## src/rtl/od_seq_pkg.sv

```systemverilog
`timescale 1ns/1ps
package od_seq_pkg;
  localparam int WR_EN_BIT = 0;
  localparam int WR_SW_BIT = 1;

  typedef struct packed {
    logic sw_rdy;
    logic rdy;
    logic sw;
    logic en;
  } od_stat_t;
endpackage

```

## src/rtl/od_delay_cnt.sv

```systemverilog
`timescale 1ns/1ps
module od_delay_cnt #(
  parameter int DELAY = 4
) (
  input  logic clk_i,
  input  logic rst_ni,
  input  logic start_i,
  input  logic abort_i,
  output logic busy_o,
  output logic done_o
);
  localparam int CW = $clog2(DELAY + 1);

  logic [CW-1:0] cnt_q;
  logic          busy_q;

  always_ff @(posedge clk_i or negedge rst_ni) begin
    if (!rst_ni) begin
      cnt_q  <= '0;
      busy_q <= 1'b0;
    end else if (abort_i) begin
      cnt_q  <= '0;
      busy_q <= 1'b0;
    end else if (start_i) begin
      cnt_q  <= CW'(DELAY);
      busy_q <= 1'b1;
    end else if (busy_q) begin
      if (cnt_q == CW'(1)) begin
        cnt_q  <= '0;
        busy_q <= 1'b0;
      end else begin
        cnt_q <= cnt_q - CW'(1);
      end
    end
  end

  assign busy_o = busy_q;
  assign done_o = busy_q && (cnt_q == CW'(1)) && !abort_i;
endmodule

```

## src/rtl/od_ctrl.sv

```systemverilog
`timescale 1ns/1ps
module od_ctrl
  import od_seq_pkg::*;
(
  input  logic       clk_i,
  input  logic       rst_ni,
  input  logic       wr_i,
  input  logic [1:0] wdata_i,
  input  logic       clk_pll_i,
  input  logic       stop_exit_i,
  input  logic       prep_done_i,
  input  logic       sw_done_i,
  input  logic       sw_busy_i,
  output logic       prep_start_o,
  output logic       prep_abort_o,
  output logic       sw_start_o,
  output logic       sw_abort_o,
  output od_stat_t   stat_o
);
  od_stat_t st_q, st_d;
  logic     wr_ok, want_en, want_sw;

  assign wr_ok   = wr_i && !clk_pll_i && !sw_busy_i && !stop_exit_i;
  assign want_en = wdata_i[WR_EN_BIT];
  assign want_sw = wdata_i[WR_SW_BIT];

  always_comb begin
    st_d         = st_q;
    prep_start_o = 1'b0;
    prep_abort_o = 1'b0;
    sw_start_o   = 1'b0;
    sw_abort_o   = 1'b0;
    if (stop_exit_i) begin
      st_d         = '0;
      prep_abort_o = 1'b1;
      sw_abort_o   = 1'b1;
    end else begin
      if (prep_done_i) st_d.rdy = 1'b1;
      if (sw_done_i)   st_d.sw_rdy = st_q.sw;
      if (wr_ok) begin
        if (!want_en) begin
          // disable: hardware drops the switch bit, step back if active
          st_d.en      = 1'b0;
          st_d.rdy     = 1'b0;
          st_d.sw      = 1'b0;
          prep_abort_o = 1'b1;
          sw_start_o   = st_q.sw;
        end else if (!st_q.en) begin
          st_d.en      = 1'b1;
          prep_start_o = 1'b1;
        end else if (want_sw && !st_q.sw && st_q.rdy) begin
          st_d.sw    = 1'b1;
          sw_start_o = 1'b1;
        end else if (!want_sw && st_q.sw) begin
          st_d.sw    = 1'b0;
          sw_start_o = 1'b1;
        end
      end
    end
  end

  always_ff @(posedge clk_i or negedge rst_ni) begin
    if (!rst_ni) st_q <= '0;
    else         st_q <= st_d;
  end

  assign stat_o = st_q;
endmodule

```

## src/rtl/od_sequencer.sv

```systemverilog
`timescale 1ns/1ps
module od_sequencer
  import od_seq_pkg::*;
#(
  parameter int PREP_CYCLES = 3,
  parameter int SW_CYCLES   = 4
) (
  input  logic       clk_i,
  input  logic       rst_ni,
  input  logic       wr_i,
  input  logic [1:0] wdata_i,
  input  logic       clk_pll_i,
  input  logic       stop_exit_i,
  output logic [3:0] rdata_o,
  output logic       stall_o
);
  logic     prep_start, prep_abort, prep_done, prep_busy;
  logic     sw_start, sw_abort, sw_done, sw_busy;
  od_stat_t stat;

  od_delay_cnt #(.DELAY(PREP_CYCLES)) u_prep_cnt (
    .clk_i   (clk_i),
    .rst_ni  (rst_ni),
    .start_i (prep_start),
    .abort_i (prep_abort),
    .busy_o  (prep_busy),
    .done_o  (prep_done)
  );

  od_delay_cnt #(.DELAY(SW_CYCLES)) u_sw_cnt (
    .clk_i   (clk_i),
    .rst_ni  (rst_ni),
    .start_i (sw_start),
    .abort_i (sw_abort),
    .busy_o  (sw_busy),
    .done_o  (sw_done)
  );

  od_ctrl u_ctrl (
    .clk_i        (clk_i),
    .rst_ni       (rst_ni),
    .wr_i         (wr_i),
    .wdata_i      (wdata_i),
    .clk_pll_i    (clk_pll_i),
    .stop_exit_i  (stop_exit_i),
    .prep_done_i  (prep_done),
    .sw_done_i    (sw_done),
    .sw_busy_i    (sw_busy),
    .prep_start_o (prep_start),
    .prep_abort_o (prep_abort),
    .sw_start_o   (sw_start),
    .sw_abort_o   (sw_abort),
    .stat_o       (stat)
  );

  logic unused_prep_busy;
  assign unused_prep_busy = prep_busy;

  assign rdata_o = stat;
  assign stall_o = sw_busy;
endmodule

```

## config.mk

```make
export PLATFORM = sky130hd
export DESIGN_NAME = od_sequencer
export DESIGN_NICKNAME = d
export VERILOG_FILES = /design/src/rtl/od_seq_pkg.sv /design/src/rtl/od_delay_cnt.sv /design/src/rtl/od_ctrl.sv /design/src/rtl/od_sequencer.sv
export SDC_FILE = /design/constraint.sdc
export NUM_CORES = 1
export LEC_CHECK = 0
export BUFFER_PORTS_ARGS = -buffer_cell sky130_fd_sc_hd__buf_2
export CORE_MARGIN = 3
export CORE_UTILIZATION = 27
export DETAILED_ROUTE_END_ITERATION = 12
export PLACE_DENSITY = 0.46
export SLEW_MARGIN = 20
export SYNTH_ARGS = -nofsm -noshare
export SYNTH_HDL_FRONTEND = slang
export SYNTH_HIERARCHICAL = 1
export SYNTH_SLANG_ARGS = --single-unit
```

## constraint.sdc

```tcl
create_clock -name clk_i -period 3.8 [get_ports clk_i]
set_input_delay 0.19 -clock clk_i [delete_from_list [all_inputs] [get_ports clk_i]]
set_output_delay 0.19 -clock clk_i [all_outputs]
set_load 0.02 [all_outputs]
```

==> flow_metrics.env, run 1 <==
export IMPL_wl_per_cell_um=11.23
export IMPL_fin_nets=85
export IMPL_worst_pin_slew_ns=0.3898
export IMPL_fin_skew_ns=0.007171
export IMPL_antenna_found_initial=0
export IMPL_hpwl_um=854
export IMPL_cts_max_level=1
export IMPL_cts_tree="built"
export IMPL_postSynthAreaPerCell_um2=10.12
export IMPL_outcome="completed"
export IMPL_die_area_um2=2811
export IMPL_p_leak_nw=0.3173
export IMPL_cts_hold_buf=1
export IMPL_finalCritPeriodShare_pct=39.56
export IMPL_overflow=0
export IMPL_routed_top_layer="met4"
export IMPL_synthArstFlopShare_pct=100.0
export IMPL_arrival_ns=1.70
export IMPL_cts_resized=0
export IMPL_layout_min_cycle_time_ns=1.503
export IMPL_num_antenna_cells=0
export IMPL_wl_met2_um=463
export IMPL_grt_usage_pct=9.988
export IMPL_grt_max_degree=12
export IMPL_final_max_slew_viol_count=0
export IMPL_wl_met3_um=52
export IMPL_grt_pass1_vias=430
export IMPL_tns_ns=0
export IMPL_gp_congestion=0.7395
export IMPL_numCtsBuffers=3
export IMPL_start_util_pct=29.52
export IMPL_crit_fanout=9
export IMPL_rows=16
export IMPL_ys_ff_latch=11
export IMPL_cts_sinks=11
export IMPL_clk_pin_slew_ns=0.07
export IMPL_final_hold_violation_count=0
export IMPL_ant_nets=0
export IMPL_end_kind="flop"
export IMPL_ys_seq_area_share_pct=46.12
export IMPL_synthCells=59
export IMPL_vdd_drop_max_v=0.0001174
export IMPL_ys_types=25
export IMPL_avgViaCountPerCell=4.416
export IMPL_path_class="reg -> reg"
export IMPL_relSlewSlack_pct=74.01
export IMPL_synth_area_um2=596.8
export IMPL_synth_warnings=6
export IMPL_synth_edf_count=0
export IMPL_power_w=0.0002210
export IMPL_hold_slack_ns=0.2239
export IMPL_max_freq_ghz=0.6653
export IMPL_hp_class="in -> reg"
export IMPL_drive_above_1_share_pct=21.62
export IMPL_rsz0062_at_grt="no"
export IMPL_portBuffers=11
export IMPL_core_area_um2=2022
export IMPL_drcViolationCount=0
export IMPL_cp_num_buf_inv=0
export IMPL_wirelength_mm=1.134
export IMPL_wl_met1_um=603
export IMPL_fp_dieH_um=53.02
export IMPL_setup_viol=0
export IMPL_clock_latency_ns=0.27
export IMPL_worst_path_most_repeated_cell="a21oi_1"
export IMPL_multi_input_area_um2=295.3
export IMPL_seqCellArea_um2=275.3
export IMPL_root_buffer="clkbuf_4"
export IMPL_maxCapViolCount=0
export IMPL_nFillCells=214
export IMPL_cpMaxStageDelayCell="dfrtp_1"
export IMPL_grt_pass1_wl_mm=1.966
export IMPL_start_kind="flop"
export IMPL_area_growth_pct=19.71
export IMPL_cp_cell_sequence="nor3b_4 > nand2b_1 > a21oi_1 > a21oi_1 > nor2_1"
export IMPL_num_vias=446
export IMPL_powerDensity_nw_per_um2=309.4
export IMPL_crit_family="simple AND/OR/NAND/NOR gates"
export IMPL_io_pins=12
export IMPL_slowest_delay_ns=0.50
export IMPL_dr_pass1_iters=4
export IMPL_dieWidth_um=53.02
export IMPL_drtIter0Drc=14
export IMPL_syn_nets=69
export IMPL_cts_setup_buffers=0
export IMPL_clockBufferDepth=2
export IMPL_cp_required_ns=3.99
export IMPL_synth_top_flop_cell="dfrtp_1"
synthesized netlist by cell type (all sizes together) (2+ instances only):
| master | n | area [um2] |
|---|---|---|
| inv | 5 | 18.77 |
| o21ai | 2 | 10.01 |
| nand2b | 4 | 27.53 |
| nor2b | 3 | 18.77 |
| nor3 | 2 | 10.01 |
| mux2i | 2 | 20.02 |
| a21oi | 5 | 25.02 |
| dfrtp | 11 | 275.3 |
| nor3b | 2 | 26.28 |
| xnor2 | 2 | 17.52 |
| ha | 3 | 37.54 |
| nor2 | 7 | 26.28 |
cell usage in the layout, fill, tap and decap left out, drive strengths merged:
cell / count
a211oi: 1
a21boi: 1
a21o: 1
a21oi: 5
a311oi: 1
and2b: 1
buf: 11
clkbuf: 4
dfrtp: 11
dlygate4sd3: 1
ha: 3
inv: 5
mux2: 1
mux2i: 2
nand2: 1
nand2b: 4
nand3b: 1
nand4: 1
nor2: 7
nor2b: 3
nor3: 2
nor3b: 2
o21ai: 2
o2bb2ai: 1
xnor2: 2
cell type report:
type                    count  area share, %
multi-input cells          42          41.33
clock buffers               4          3.678
repair buffers             12          9.107
inverters                   5          2.627
well taps                  27          4.729
flip-flops and latches     11          38.53
metrics by stage:
stage	cells	setup WS, ns	util (%)	cell area [um2]
after floorplan	59	2.438	-	596.8
after global placement	96	2.304	33.54	678.2
after detailed placement	96	2.294	33.54	678.2
after CTS	101	2.288	35.33	714.4
after global routing	101	2.104	35.33	714.4
final	101	2.297	35.33	714.4
worst paths after layout:
check	startpoint	cells past startpoint	endpoint	slack (ns)
min in group asynchronous	rst_ni	2	u_prep_cnt/cnt_q[1]	0.31
max	u_sw_cnt/busy_o	5	u_sw_cnt/busy_o	2.30
min reg2reg	u_ctrl/stat_o[3]	2	u_ctrl/stat_o[3]	0.52
max reg2reg	u_sw_cnt/busy_o	5	u_sw_cnt/busy_o	2.30
min	wdata_i[0]	3	u_ctrl/stat_o[1]	0.22
max in group asynchronous	rst_ni	2	u_ctrl/stat_o[3]	3.27
registers in the layout (all words and copies together), names as in the netlist:
signal             flops
u_prep_cnt/busy_o      1
u_sw_cnt/cnt_q         3
u_prep_cnt/cnt_q       2
u_sw_cnt/busy_o        1
u_ctrl/stat_o          4
worst reg2reg max path: stages, from the launching register on:
cell and delay [ns]:
dfrtp_1 0.50, nor3b_4 0.29, nand2b_1 0.13, a21oi_1 0.34, a21oi_1 0.08, nor2_1 0.10
routing by layer:
metal,global-route usage (%),vias up
li1,-,231
met1,14.41,205
met2,12.60,8
met3,2.817,2
met4,6.383,0
met5,0,-
kinds of logic (layout without fill, tap and decap cells):
family          Yosys count  count (layout)  synth area share, %
xor+xnor                  2               2                2.936
simple gates             22              22                22.44
buf+inv                   6              21                4.403
fa+ha+maj                 3               3                6.290
compound gates           12              12                12.58
flops                    11              11                46.12
mux                       3               3                5.241
where the power goes:
part	internal (W)	switching [W]	leakage, nW
Combinational	0.00000891	0.0000106	0.150
Sequential	0.000119	0.00000167	0.153
Clock	0.0000406	0.0000403	0.0150
Total	0.000168	0.0000526	0.317
Power figures use the tool's default switching activity.
==> run 2: changes to the inputs <==
--- a/config.mk
+++ b/config.mk
@@ -9,7 +9,7 @@
 export CORE_MARGIN = 3
 export CORE_UTILIZATION = 27
 export DETAILED_ROUTE_END_ITERATION = 12
-export PLACE_DENSITY = 0.46
+export PLACE_DENSITY = 0.48
 export SLEW_MARGIN = 20
 export SYNTH_ARGS = -nofsm -noshare
 export SYNTH_HDL_FRONTEND = slang
==> constraint.sdc (replaced) <==
create_clock -name clk_i -period 1.31 [get_ports clk_i]
set_input_delay 0.0655 -clock clk_i [delete_from_list [all_inputs] [get_ports clk_i]]
set_output_delay 0.0655 -clock clk_i [all_outputs]
set_load 0.02 [all_outputs]
==> flow_metrics.env, run 2 (synthesis results as in run 1) <==
export IMPL_clock_latency_ns=0.26
export IMPL_portBuffers=11
export IMPL_layout_common_cells="buf_2 (11), buf_4 (11), dfrtp_1 (10), nor2_1 (7)"
export IMPL_num_antenna_cells=0
export IMPL_maxCapViolCount=0
export IMPL_cpMaxStageDelayCell="dfrtp_2"
export IMPL_crit_family="flip-flops"
export IMPL_reg2reg_slack_ns=-0.06
export IMPL_clk_pin_slew_ns=0.07
export IMPL_numCtsBuffers=3
export IMPL_drtIter0Drc=7
export IMPL_grt_max_degree=12
export IMPL_powerDensity_nw_per_um2=766.7
export IMPL_hp_class="in -> reg"
export IMPL_power_w=0.0006572
export IMPL_start_kind="flop"
export IMPL_clockBufferDepth=2
export IMPL_fin_skew_ns=0.003416
export IMPL_hpwl_um=909
export IMPL_grt_pass1_vias=503
export IMPL_arrival_ns=1.53
export IMPL_setup_viol=1
export IMPL_num_vias=516
export IMPL_area_growth_pct=43.61
export IMPL_grt_pass1_wl_mm=2.235
export IMPL_cp_cell_sequence="nor3b_4 > buf_4 > mux2_4 > and2b_1"
export IMPL_die_area_um2=2811
export IMPL_largest_register_ffs=4
export IMPL_root_buffer="clkbuf_4"
export IMPL_final_hold_violation_count=0
export IMPL_max_freq_ghz=0.7276
export IMPL_violations="negative setup slack"
export IMPL_gp_congestion=0.7591
export IMPL_cp_required_ns=1.47
export IMPL_fin_nets=97
export IMPL_overflow=0
export IMPL_design_area_um2=857.1
export IMPL_dieWidth_um=53.02
export IMPL_wl_per_cell_um=11.91
export IMPL_cts_tree="built"
export IMPL_finalCritPeriodShare_pct=104.9
export IMPL_cp_num_buf_inv=1
export IMPL_start_util_pct=29.52
export IMPL_worst_pin_slew_ns=0.2624
export IMPL_hold_depth=3
export IMPL_worst_path_stages=4
export IMPL_rsz0062_at_grt="yes"
export IMPL_avgViaCountPerCell=4.566
export IMPL_crit_fanout=3
export IMPL_relSlewSlack_pct=82.32
export IMPL_layout_min_cycle_time_ns=1.374
export IMPL_io_pins=12
export IMPL_wirelength_mm=1.346
export IMPL_ant_nets=0
export IMPL_cts_sinks=11
export IMPL_vdd_drop_max_v=0.0003842
export IMPL_cts_max_level=1
export IMPL_dr_pass1_iters=4
export IMPL_fp_dieH_um=53.02
export IMPL_post_dp_cell_area_um2=732.0
export IMPL_antenna_found_initial=0
export IMPL_end_kind="flop"
export IMPL_p_leak_nw=0.3917
export IMPL_ff2ff_path_depth=4
export IMPL_grt_usage_pct=11.31
export IMPL_drcViolationCount=0
export IMPL_path_class="reg -> reg"
export IMPL_final_max_slew_viol_count=0
export IMPL_core_area_um2=2022
export IMPL_rows=16
export IMPL_slowest_delay_ns=0.42
export IMPL_drive_above_1_share_pct=41.86
export IMPL_fin_ws_ns=-0.06447
export IMPL_tns_ns=-0.06447
export IMPL_outcome="complete, but fails checks"
[run 2: path summary, 6_finish.rpt]
path	start	endpoint
worst max-delay path	u_sw_cnt/busy_o	u_ctrl/stat_o[0]
worst min-delay path	wdata_i[0]	u_ctrl/stat_o[1]
worst max register to register	u_sw_cnt/busy_o	u_ctrl/stat_o[0]
worst min register to register	u_ctrl/stat_o[2]	u_ctrl/stat_o[2]
max in group asynchronous	rst_ni	u_sw_cnt/busy_o
min in group asynchronous	rst_ni	u_sw_cnt/cnt_q[2]
[run 2: per-layer routing]
layer / share of wire (%) / routed length, um / track usage (%) / vias up
li1: - / - / - / 256
met1: 48 / 645 / 14.63 / 249
met2: 47 / 632 / 17.15 / 9
met3: 4.0 / 54 / 2.535 / 2
met4: 1.0 / 14 / 6.383 / 0
met5: 0 / 0 / 0 / -
[run 2: final cells by class]
cell class | instances | area (um2)
fill | 208 | 1165
clock buffer | 4 | 26.28
timing repair buffer | 24 | 158.9
inverter | 5 | 18.77
multi-input combinational | 42 | 342.8
tap | 27 | 33.78
sequential | 11 | 276.5
[run 2: per-stage QoR]
stage / instances / hold slack [ns] / setup WS, ns / util, %
2_1_floorplan: 59 / -0.2301 / 0.008692 / -
3_3_place_gp: 103 / -0.03990 / -0.04447 / 36.20
3_5_place_dp: 103 / -0.03879 / -0.05220 / 36.20
4_1_cts: 108 / 0.1043 / 0.01017 / 38.24
5_1_grt: 113 / 0.1423 / -0.1049 / 42.39
6_report: 113 / 0.1374 / -0.06447 / 42.39
[run 2: where the power goes]
group / leakage, nW / total, W / internal (W) / switching [W]
sequential: 0.151 / 0.000349 / 0.000345 / 0.00000410
combinational: 0.226 / 0.0000792 / 0.0000401 / 0.0000390
clock: 0.0150 / 0.000229 / 0.000118 / 0.000111
[run 2: worst register-to-register path: stages (launching register included)]
cell     delay [ns]
dfrtp_2        0.42
nor3b_4        0.25
buf_4          0.16
mux2_4         0.29
and2b_1        0.15
[run 2: what timing repair did]
item / in CTS / in global routing
hold buffers: 1 / 0
buffers inserted: 0 / 5
setup endpoints to repair: 1 / 10
pin swaps: 0 / 6
gates resized for setup: 1 / 11
endpoints found under the hold margin: 11 / 0
